[config.mk]
export PLATFORM = sky130hd
export DESIGN_NAME = uart_tx_path
export DESIGN_NICKNAME = d
export VERILOG_FILES = /design/src/rtl/uart_tx_pkg.sv /design/src/rtl/uart_tx_hold_buf.sv /design/src/rtl/uart_tx_serializer.sv /design/src/rtl/uart_tx_irq_ctl.sv /design/src/rtl/uart_tx_path.sv
export SDC_FILE = /design/constraint.sdc
export NUM_CORES = 1
export LEC_CHECK = 0
export BUFFER_PORTS_ARGS = -buffer_cell sky130_fd_sc_hd__buf_4
export CAP_MARGIN = 20
export CORE_ASPECT_RATIO = 1.25
export CORE_MARGIN = 2
export CORE_UTILIZATION = 55
export DETAILED_ROUTE_END_ITERATION = 6
export HOLD_SLACK_MARGIN = 0.15
export PLACE_DENSITY_LB_ADDON = 0.1
export SLEW_MARGIN = 20
export SYNTH_ARGS = -nofsm -noshare
export SYNTH_HDL_FRONTEND = slang
export SYNTH_HIERARCHICAL = 1
export SYNTH_SLANG_ARGS = --single-unit
[constraint.sdc]
create_clock -name clk_i -period 5.75 [get_ports clk_i]
set_clock_uncertainty 0.15 [all_clocks]
set_input_delay 0.2875 -clock clk_i [delete_from_list [all_inputs] [get_ports clk_i]]
set_output_delay 0.2875 -clock clk_i [all_outputs]
set_load 0.03 [all_outputs]
[src/rtl/uart_tx_pkg.sv]
package uart_tx_pkg;

  typedef enum logic [2:0] {
    TX_IDLE,
    TX_START,
    TX_DATA,
    TX_PAR,
    TX_STOP
  } tx_state_e;

  localparam int TICK_W = 6;

  function automatic logic [TICK_W-1:0] bit_ticks(input logic [1:0] sel);
    case (sel)
      2'b01:   return TICK_W'(8);
      2'b10:   return TICK_W'(4);
      default: return TICK_W'(16);
    endcase
  endfunction

  function automatic logic [TICK_W-1:0] stop_ticks(input logic [1:0] sel,
                                                   input logic       two,
                                                   input logic [1:0] clen);
    logic [TICK_W-1:0] b;
    b = bit_ticks(sel);
    if (!two)              return b;
    else if (clen == 2'b00) return b + (b >> 1);
    else                   return b << 1;
  endfunction

endpackage

[src/rtl/uart_tx_hold_buf.sv]
module uart_tx_hold_buf #(
  parameter int DW    = 8,
  parameter int DEPTH = 16,
  parameter int AW    = (DEPTH > 1) ? $clog2(DEPTH) : 1,
  parameter int CW    = $clog2(DEPTH + 1)
) (
  input  logic          clk_i,
  input  logic          rst_ni,
  input  logic          fifo_en_i,
  input  logic          wr_en_i,
  input  logic [DW-1:0] wr_data_i,
  input  logic          pop_i,
  output logic          valid_o,
  output logic [DW-1:0] data_o,
  output logic [CW-1:0] count_o,
  output logic          wr_ok_o
);

  logic [DW-1:0] mem [DEPTH];
  logic [AW-1:0] rd_ptr, wr_ptr;
  logic [CW-1:0] count, cap;
  logic          fen_q, flush;

  assign flush   = fifo_en_i != fen_q;
  assign cap     = fifo_en_i ? CW'(DEPTH) : CW'(1);
  assign wr_ok_o = wr_en_i && !flush && (count < cap);
  assign valid_o = (count != '0) && !flush;
  assign data_o  = mem[rd_ptr];
  assign count_o = count;

  function automatic logic [AW-1:0] inc(input logic [AW-1:0] p);
    return (p == AW'(DEPTH - 1)) ? '0 : p + AW'(1);
  endfunction

  always_ff @(posedge clk_i) begin
    if (wr_ok_o) mem[wr_ptr] <= wr_data_i;
  end

  always_ff @(posedge clk_i or negedge rst_ni) begin
    if (!rst_ni) begin
      fen_q  <= 1'b0;
      rd_ptr <= '0;
      wr_ptr <= '0;
      count  <= '0;
    end else begin
      fen_q <= fifo_en_i;
      if (flush) begin
        rd_ptr <= '0;
        wr_ptr <= '0;
        count  <= '0;
      end else begin
        if (pop_i)   rd_ptr <= inc(rd_ptr);
        if (wr_ok_o) wr_ptr <= inc(wr_ptr);
        count <= count + CW'(wr_ok_o) - CW'(pop_i);
      end
    end
  end

  AST_NO_OVERFLOW: assert property (@(posedge clk_i) disable iff (!rst_ni)
    count <= CW'(DEPTH));
  AST_FULL_HOLDS: assert property (@(posedge clk_i) disable iff (!rst_ni)
    (!flush && count == cap && !pop_i) |=> (count == $past(count)));
  AST_FLUSH_EMPTIES: assert property (@(posedge clk_i) disable iff (!rst_ni)
    flush |=> (count == '0));
  AST_POP_HAS_DATA: assert property (@(posedge clk_i) disable iff (!rst_ni)
    pop_i |-> valid_o);

endmodule

[src/rtl/uart_tx_serializer.sv]
module uart_tx_serializer
  import uart_tx_pkg::*;
#(
  parameter int DW = 8,
  parameter int IW = $clog2(DW)
) (
  input  logic          clk_i,
  input  logic          rst_ni,
  input  logic          tick_i,
  input  logic          valid_i,
  input  logic [DW-1:0] data_i,
  input  logic [1:0]    os_sel_i,
  input  logic [1:0]    char_len_i,
  input  logic          par_en_i,
  input  logic [1:0]    par_mode_i,
  input  logic          stop2_i,
  output logic          pop_o,
  output logic          idle_o,
  output logic          txd_o
);

  tx_state_e         state;
  logic [TICK_W-1:0] tcnt, bit_len, stop_len;
  logic [IW-1:0]     bidx, nb_m1;
  logic [DW-1:0]     shreg;
  logic              par_q, par_bit, data_x, bit_end, stop_end, load;

  assign bit_len  = bit_ticks(os_sel_i);
  assign stop_len = stop_ticks(os_sel_i, stop2_i, char_len_i);
  assign nb_m1    = IW'(char_len_i) + IW'(4);
  assign bit_end  = tick_i && (tcnt == bit_len - TICK_W'(1));
  assign stop_end = tick_i && (tcnt == stop_len - TICK_W'(1));
  assign load     = tick_i && valid_i &&
                    (state == TX_IDLE || (state == TX_STOP && stop_end));
  assign pop_o    = load;
  assign idle_o   = state == TX_IDLE;

  always_comb begin
    data_x = 1'b0;
    for (int i = 0; i < DW; i++)
      if (i <= int'(nb_m1)) data_x = data_x ^ data_i[i];
    case (par_mode_i)
      2'b00:   par_bit = ~data_x;
      2'b01:   par_bit = data_x;
      2'b10:   par_bit = 1'b1;
      default: par_bit = 1'b0;
    endcase
  end

  always_comb begin
    case (state)
      TX_START: txd_o = 1'b0;
      TX_DATA:  txd_o = shreg[0];
      TX_PAR:   txd_o = par_q;
      default:  txd_o = 1'b1;
    endcase
  end

  always_ff @(posedge clk_i or negedge rst_ni) begin
    if (!rst_ni) begin
      state <= TX_IDLE;
      tcnt  <= '0;
      bidx  <= '0;
      shreg <= '0;
      par_q <= 1'b0;
    end else if (load) begin
      state <= TX_START;
      tcnt  <= '0;
      shreg <= data_i;
      par_q <= par_bit;
    end else if (tick_i) begin
      case (state)
        TX_START: begin
          if (bit_end) begin
            state <= TX_DATA;
            tcnt  <= '0;
            bidx  <= '0;
          end else tcnt <= tcnt + TICK_W'(1);
        end
        TX_DATA: begin
          if (bit_end) begin
            tcnt <= '0;
            if (bidx == nb_m1) state <= par_en_i ? TX_PAR : TX_STOP;
            else begin
              bidx  <= bidx + IW'(1);
              shreg <= shreg >> 1;
            end
          end else tcnt <= tcnt + TICK_W'(1);
        end
        TX_PAR: begin
          if (bit_end) begin
            state <= TX_STOP;
            tcnt  <= '0;
          end else tcnt <= tcnt + TICK_W'(1);
        end
        TX_STOP: begin
          if (stop_end) begin
            state <= TX_IDLE;
            tcnt  <= '0;
          end else tcnt <= tcnt + TICK_W'(1);
        end
        default: state <= TX_IDLE;
      endcase
    end
  end

  AST_START_LOW: assert property (@(posedge clk_i) disable iff (!rst_ni)
    load |=> !txd_o);
  AST_STOP_TO_START: assert property (@(posedge clk_i) disable iff (!rst_ni)
    (state == TX_STOP && !stop_end) |=> txd_o);

endmodule

[src/rtl/uart_tx_irq_ctl.sv]
module uart_tx_irq_ctl #(
  parameter int CW = 5
) (
  input  logic          clk_i,
  input  logic          rst_ni,
  input  logic          fifo_en_i,
  input  logic [CW-1:0] count_i,
  input  logic [1:0]    trig_sel_i,
  input  logic          irq_en_i,
  input  logic          wr_ok_i,
  input  logic          isr_rd_i,
  output logic          irq_o
);

  logic [CW-1:0] trig;
  logic          cond, cond_q, set_ev, pend;

  always_comb begin
    case (trig_sel_i)
      2'b00:   trig = CW'(1);
      2'b01:   trig = CW'(4);
      2'b10:   trig = CW'(8);
      default: trig = CW'(14);
    endcase
  end

  assign cond   = fifo_en_i ? (count_i < trig) : (count_i == '0);
  assign set_ev = cond && !cond_q;
  assign irq_o  = irq_en_i && pend;

  always_ff @(posedge clk_i or negedge rst_ni) begin
    if (!rst_ni) begin
      cond_q <= 1'b1;
      pend   <= 1'b0;
    end else begin
      cond_q <= cond;
      if (set_ev)                   pend <= 1'b1;
      else if (wr_ok_i || isr_rd_i) pend <= 1'b0;
    end
  end

  AST_IRQ_CLEARS: assert property (@(posedge clk_i) disable iff (!rst_ni)
    (!set_ev && (wr_ok_i || isr_rd_i)) |=> !irq_o);
  AST_IRQ_RAISES: assert property (@(posedge clk_i) disable iff (!rst_ni)
    set_ev |=> (irq_o == irq_en_i));

endmodule

[src/rtl/uart_tx_path.sv]
module uart_tx_path #(
  parameter int DW    = 8,
  parameter int DEPTH = 16
) (
  input  logic          clk_i,
  input  logic          rst_ni,
  input  logic          tick_i,
  input  logic          fifo_en_i,
  input  logic          wr_en_i,
  input  logic [DW-1:0] wr_data_i,
  input  logic [1:0]    os_sel_i,
  input  logic [1:0]    char_len_i,
  input  logic          par_en_i,
  input  logic [1:0]    par_mode_i,
  input  logic          stop2_i,
  input  logic [1:0]    trig_sel_i,
  input  logic          irq_en_i,
  input  logic          isr_rd_i,
  output logic          txd_o,
  output logic          hold_empty_o,
  output logic          shift_empty_o,
  output logic          irq_o
);

  localparam int CW = $clog2(DEPTH + 1);

  logic          valid, pop, wr_ok, idle;
  logic [DW-1:0] head;
  logic [CW-1:0] count;

  uart_tx_hold_buf #(.DW(DW), .DEPTH(DEPTH), .CW(CW)) u_hold (
    .clk_i, .rst_ni, .fifo_en_i, .wr_en_i, .wr_data_i,
    .pop_i(pop), .valid_o(valid), .data_o(head), .count_o(count), .wr_ok_o(wr_ok)
  );

  uart_tx_serializer #(.DW(DW)) u_ser (
    .clk_i, .rst_ni, .tick_i, .valid_i(valid), .data_i(head),
    .os_sel_i, .char_len_i, .par_en_i, .par_mode_i, .stop2_i,
    .pop_o(pop), .idle_o(idle), .txd_o
  );

  uart_tx_irq_ctl #(.CW(CW)) u_irq (
    .clk_i, .rst_ni, .fifo_en_i, .count_i(count), .trig_sel_i, .irq_en_i,
    .wr_ok_i(wr_ok), .isr_rd_i, .irq_o
  );

  assign hold_empty_o  = count == '0;
  assign shift_empty_o = idle && (!fifo_en_i || count == '0);

  AST_HOLD_EMPTY_AFTER_LOAD: assert property (@(posedge clk_i) disable iff (!rst_ni)
    (!fifo_en_i && pop && !wr_ok) |=> hold_empty_o);
  AST_SHIFT_BUSY_AFTER_LOAD: assert property (@(posedge clk_i) disable iff (!rst_ni)
    pop |=> !shift_empty_o);

endmodule

* After elaboration in Yosys (flattened, before gate mapping)
Memory sizes are Yosys's and may differ from the RTL's. Cells that the tools add are included.
Operators by class: add/subtract/negate cells 10, mux-type cells 49, reduce and logical (&&, ||, !) cells 36, bitwise gates (word level) 9, equality and inequality tests 25, magnitude comparators 9
Operators with widths (count):
- 8-bit 2-to-1 mux | 5
- 6-bit 2-to-1 mux | 6
- 3-bit 2-to-1 mux | 11
- 4-bit 2-to-1 mux | 6
- 3-bit by 2-bit inequality test with 1-bit output, second input constant | 5
- 2-bit nonzero test | 7
- 6-bit == test | 2
- 3-bit less-or-equal comparator, first input constant | 4
- 1-bit 2-to-1 mux | 12
- 3-bit case mux with 4 select lines | 1
- 4-bit case mux with 3 select lines | 1
- 6-bit case mux with 2 select lines | 1
- 6-bit AND reduction | 2
- 1-bit logical AND | 11
- 5-bit 2-to-1 mux | 2
- 5-bit case mux with 2 select lines | 1
- 4-bit by 1-bit adder with 4-bit output, second input constant | 2
- 4-bit == test, second input constant | 2
- 1-bit bitwise XOR | 7
- 5-bit by 4-bit adder with 6-bit output | 1
- 6-bit by 1-bit adder with 6-bit output, second input constant | 1
- 2-bit by 1-bit == test with 1-bit output, second input constant | 3
- 2-bit == test, second input constant | 3
- 3-bit by 2-bit == test with 1-bit output, second input constant | 2
- other kinds (29) | 40
Storage, ports and cells: input port bits 25, bits in writable memories 128, memories 1, word-level logic and storage cells 150, output and inout bits 4, flip-flop bits (word level) 37
Memory list:
- u_hold.mem | depth 16, width 8, rd ports 1, clocked after Yosys merged registers in 0, wr ports 1, RTL line uart_tx_hold_buf.sv:19 | logic [DW-1:0] mem [DEPTH];

* Depth between registers and ports, before layout
word-level depth 17, mapped depth 20, gate-level depth less buffers 19

* Cells and area by module
The synthesis kept the hierarchy.
By module, submodules not included:
- uart_tx_hold_buf | area each 5939.4 um^2, cells an instance 320, times used 1, seq. area each 4194.0 um^2
- uart_tx_serializer | area each 1591.5 um^2, cells an instance 181, times used 1, seq. area each 525.5 um^2
- uart_tx_irq_ctl | area each 206.4 um^2, cells an instance 23, times used 1, seq. area each 51.3 um^2
- uart_tx_path | area each 46.3 um^2, cells an instance 5, times used 1, seq. area each 0.0 um^2

* Worst setup path before layout
No wires, ideal clock.
kind input-to-reg, start input stop2_i, end register u_hold.count[4] (netlist: u_hold/count_o[4]), stages 19, slack 1.772 ns, data required time 5.468 ns, path buffers 2, setup time 0.132 ns, data arrival time 3.696 ns, cell sequence buf_2 -> nor4bb_1 -> inv_1 -> ha_1 -> xor2_1 -> and4_1 -> nor4_2 -> o211a_1 -> o2111a_2 -> buf_2 -> ha_1 -> inv_1 -> ha_1 -> inv_1 -> fa_1 -> o21bai_1 -> a21oi_1 -> xnor2_1 -> nor2_1
Between the ends: word-level cells in the longest chain between the ends 9
Ends and longest elaborated chain:
- start, declared | RTL line uart_tx_path.sv:15 | input logic stop2_i,
- 6-bit 2-to-1 mux | RTL line uart_tx_pkg.sv:26 | if (!two) return b;
- 6-bit by 1-bit subtractor with 6-bit output | RTL line uart_tx_serializer.sv:32 | assign stop_end = tick_i && (tcnt == stop_len - TICK_W'(1));
- 6-bit == test | RTL line uart_tx_serializer.sv:32
- 1-bit logical AND | RTL line uart_tx_serializer.sv:32
- 1-bit logical AND | RTL line uart_tx_serializer.sv:34 | (state == TX_IDLE || (state == TX_STOP && stop_end));
- 1-bit logical OR | RTL line uart_tx_serializer.sv:34
- 1-bit logical AND | RTL line uart_tx_serializer.sv:33 | assign load = tick_i && valid_i &&
- named net pop | RTL line uart_tx_path.sv:27 | logic valid, pop, wr_ok, idle;
- 5-bit by 1-bit subtractor with 5-bit output | RTL line uart_tx_hold_buf.sv:54 | count <= count + CW'(wr_ok_o) - CW'(pop_i);
- 5-bit 2-to-1 mux | RTL line uart_tx_hold_buf.sv:47 | if (flush) begin
- end signal, assigned | RTL line uart_tx_hold_buf.sv:54
- end, declared | RTL line uart_tx_hold_buf.sv:21 | logic [CW-1:0] count, cap;
The timed path passes the listed nets, and every way through them passes these cells. A chain may end at the register's enable or synchronous reset.

* Worst setup path after layout
start input os_sel_i[0], end register u_hold.count[4] (netlist: u_hold/count_o[4])
Between the ends: word-level cells in the longest chain between the ends 13, elaborated cells on any way between the ends 14, those cells by class add/sub: 3; eq/ne: 3; mux: 4; reduce/logical: 4
Ends and longest elaborated chain:
- start, declared | RTL line uart_tx_path.sv:11 | input logic [1:0] os_sel_i,
- 2-bit == test or 2-bit by 1-bit == test with 1-bit output (tied branches) | RTL line uart_tx_pkg.sv:14 | case (sel)
- 5-bit case mux with 2 select lines * | RTL line uart_tx_pkg.sv:14
- 5-bit by 4-bit adder with 6-bit output | RTL line uart_tx_pkg.sv:27 | else if (clen == 2'b00) return b + (b >> 1);
- 6-bit 2-to-1 mux | RTL line uart_tx_pkg.sv:27
- 6-bit 2-to-1 mux * | RTL line uart_tx_pkg.sv:26
- 6-bit by 1-bit subtractor with 6-bit output * | RTL line uart_tx_serializer.sv:32
- 6-bit == test * | RTL line uart_tx_serializer.sv:32
- 1-bit logical AND * | RTL line uart_tx_serializer.sv:32
- 1-bit logical AND * | RTL line uart_tx_serializer.sv:34
- 1-bit logical OR * | RTL line uart_tx_serializer.sv:34
- 1-bit logical AND * | RTL line uart_tx_serializer.sv:33
- named net pop | RTL line uart_tx_path.sv:27
- 5-bit by 1-bit subtractor with 5-bit output * | RTL line uart_tx_hold_buf.sv:54
- 5-bit 2-to-1 mux * | RTL line uart_tx_hold_buf.sv:47
The timed path passes the listed nets; every way through them passes the cells marked *.

==> summary.txt <==
Outcome
  • Status: finished, final reports clean

Placed design
  • Worst slack, placed: 1.21 ns
  • Post-DP HPWL: 10400 um
  • Placer Congestion: 0.802
  • Placed Cells: 712
  • I/O Buffers: 28

Routing
  • DRC Markers: 0
  • Met2 wire length: 8280 um
  • Initial DRC Count: 318
  • Vias per inst: 6.04
  • Wire per inst: 20.6 um
  • Via count: 4602
  • Wire length on met3: 588 um
  • Met1 WL: 6530 um
  • Highest Signal Layer: met4
  • Drt first pass iters: 5
  • Final wirelength: 15700 um
  • ANT nets after route: 0

STA
  • Setup TNS: 0 ns
  • Endpoints failing setup: 0
  • Final period util: 0.718
  • Fin. max-slew vios: 0
  • Worst-Margin Slew: 0.832 ns
  • Final Worst Setup Slack: 1.62 ns
  • F_max: 242 MHz
  • RSZ-0062 raised after global routing: false
  • Final Critical Period: 4.13 ns
  • Slew margin rel.: 0.445
  • Hold Vio Cnt, Final: 0

Layout
  • Layout Nets: 624
  • Ant. Diodes: 0
  • Post-route insts no fill: 762
  • Area delta synth->final: 14.7%
  • Ratio of cells with drive above 1 in the final layout: 0.172
  • Fillcell total: 1000

Pwr
  • Comb power frac: 0.231
  • Power Internal: 2.47 mW
  • Power per cell area: 395 nW/um^2
  • Clk pwr share: 0.336
  • Pwr Total: 3.52 mW
  • P_sw: 1.05 mW
  • Sw Ratio: 0.299
  • Leakage: 3.33 nW
  • Max VDD drop: 0.333 mV
  • Seq pwr share: 0.433

Setup path
  • Cell Chain, Critical Path: buf_4 > inv_1 > ha_1 > nor4bb_1 > inv_1 > ha_1 > xor2_1 > and4_1 > nor4_2 > o211a_1 > o2111a_2 > ha_1 > inv_1 > ha_1 > inv_1 > fa_1 > o21bai_1 > a21oi_1 > xnor2_1 > nor2_1
  • Worst path max stage delay: 0.51 ns
  • Crit Path Category: in2reg
  • WP data arrival: 4.29 ns
  • Setup crit end kind: register
  • Startpoint Class: input port
  • Slowest-stage cell, CP: o2111a_2
  • Crit-path max FO: 27
  • FF-to-FF path depth: 11
  • Worst EP required: 5.91 ns

Logic synthesis
  • Synth cell types: 69
  • Seq/Total Area, Yosys: 0.613
  • Mapped Avg Cell Area: 14.7 sq um
  • Ys async rst share: 0.224
  • Mapped Cells: 529
  • EDFF count, synth: 128
  • Synth Flop Type: edfxtp_1
  • Yosys reg bits: 165
  • Yosys warns: 6
  • Net count after synthesis: 579
  • Synthesized area: 7780 sq um

Worst hold path
  • Hold Crit Class: in2async

CTS
  • CTS Buffer Depth: 2
  • Clock latency at the later pin of the worst-skew pair: 0.42 ns
  • CTS Root Cell: clkbuf_16
  • CTS buffer count: 17
  • CTS H-tree lvls: 4
  • Postcts setup bufs: 0
  • CTS clock-pin slew for the worst setup and hold paths: 0.07 ns
  • Total clock sinks: 165
  • CTS tree: done

Floorplanning
  • I/O pin count: 29
  • Die H: 137 um
  • Core ar.: 13800 sq um
  • Die X: 110 um
  • Initial Utilization: 0.563
  • Row count: 48
  • Die area: 15100 sq um

Global route
  • Largest net degree at the start of global routing: 38
  • GR Overflow Total: 0
  • Tot GR Track Use: 0.215
  • Vias in the first global route: 4531
  • Global-route wire length before repair: 24600 um
  • Initial antenna violation count: 0

Run
  • Max Cap Viol: 0
==> cell usage in the layout (no fill, tap or decap), types with 18 or more instances in the layout <==
cell             n
edfxtp_1       128
nor2_1          21
a22oi_1         18
inv_1           28
o21ai_0         18
nand2_1         44
ha_1            24
dfrtp_1         34
dlygate4sd3_1   18
buf_4           32
==> per-stage QoR <==
step	hold slack, ns	cell area (sq um)	utilization
4_1_cts	0.232	8920	0.646
6_report	0.216	8930	0.646
5_1_grt	0.260	8930	0.646
2_1_floorplan	-0.158	7780	-
3_5_place_dp	0.143	8120	0.588
3_3_place_gp	0.135	8120	0.588
==> area by class of cell <==
type                            count  area (sq um)  share of cell area
Tap cell                          175           219              0.0245
Clock inverter                     14           189              0.0212
Sequential cell                   165          4780               0.535
Clock buffer                       18           429              0.0481
Multi-Input combinational cell    312          2790               0.313
Timing Repair Buffer               50           420              0.0471
Inverter                           28           105              0.0118
==> power by group through the flow <==
stage / combinational, mW / clock, mW / sequential, mW
final: 0.815 / 1.18 / 1.52
after floorplan: 0.667 / 0 / 1.47
after CTS: 0.817 / 1.20 / 1.52
after detailed placement: 0.790 / 0 / 1.55
after global routing: 0.891 / 1.25 / 1.54
after global placement: 0.770 / 0 / 1.55
==> path summary, 6_finish.rpt <==
kind / end / slack (ns) / startpoint
min in group clk_i: u_irq/cond_q / 0.34 / trig_sel_i[0]
max in group asynchronous: u_hold/rd_ptr[0] / 4.86 / rst_ni
hold / removal: u_hold/fen_q / 0.22 / rst_ni
setup reg to reg: u_ser/par_q / 1.77 / u_hold/rd_ptr[0]
hold reg to reg: u_ser/shreg[0] / 0.36 / u_ser/shreg[1]
setup / recovery: u_hold/count_o[4] / 1.62 / os_sel_i[0]
==> Yosys cell counts (2+ instances only) <==
library cell  number  area [sq um]
a211oi_1           2          15.0
a21oi_1           13          65.1
a22oi_1           18           135
a2bb2oi_1          2          17.5
a31oi_1            2          12.5
and2_1             4          25.0
and3_1            14          87.6
buf_1              3          11.3
buf_2              5          25.0
buf_4              2          15.0
buf_6              3          33.8
clkbuf_1          10          37.5
dfrtp_1           36           901
edfxtp_1         128          3840
ha_1              24           300
inv_1             28           105
mux2i_1            9          90.1
mux4_1            16           420
mux4_2            16           360
nand2_1           44           165
nand2b_1           5          31.3
nand3_1            8          40.0
nand4_1            2          12.5
nand4b_1           2          17.5
nor2_1            21          78.8
nor2b_1            7          43.8
nor3_1             7          35.0
nor3_2             2          20.0
nor4_2             2          25.0
nor4b_1            3          26.3
o211ai_1           3          22.5
o21a_1             2          15.0
o21ai_0           18          90.1
o21ai_1            2          10.0
o21bai_1           3          22.5
o31ai_1            4          30.0
o31ai_2            2          25.0
or3_1              3          18.8
xnor2_1           17           149
xor2_1             8          70.1
==> kinds of logic (layout without fill, tap and decap cells) <==
family | after synthesis | count (layout) | synth area share
buf+inv | 52 | 110 | 0.0312
fa+ha+maj | 25 | 25 | 0.0412
compound gates | 84 | 84 | 0.0756
mux | 42 | 42 | 0.113
flops | 165 | 165 | 0.613
xor+xnor | 26 | 26 | 0.0310
simple gates | 135 | 135 | 0.0948
==> per-layer routing <==
metal	vias up	GRT usage
met3	23	0.0412
met1	2346	0.265
met2	118	0.381
met5	-	0
li1	2115	-
met4	0	0.0764
==> what timing repair did <==
item,4_1_cts,5_1_grt
resized for setup,0,0
hold buffers,18,0
endpoints found under the hold margin,173,0
==> state kept, by name (all words and copies together) (netlist names) <==
signal	count
u_hold/count_o	5
u_hold/fen_q	1
u_hold/mem	128
u_hold/rd_ptr	4
u_hold/wr_ptr	4
u_irq/cond_q	1
u_irq/pend	1
u_ser/bidx	3
u_ser/par_q	1
u_ser/shreg	8
u_ser/state	3
u_ser/tcnt	6
==> worst max-delay path: cells and delay by family <==
family	cells	cell delay, ns
fa+ha+maj	5	1.27
buf+inv	5	0.40
simple gates	4	0.98
xor+xnor	2	0.31
compound gates	4	1.01
Note: power is estimated with default switching activity, not from simulation.
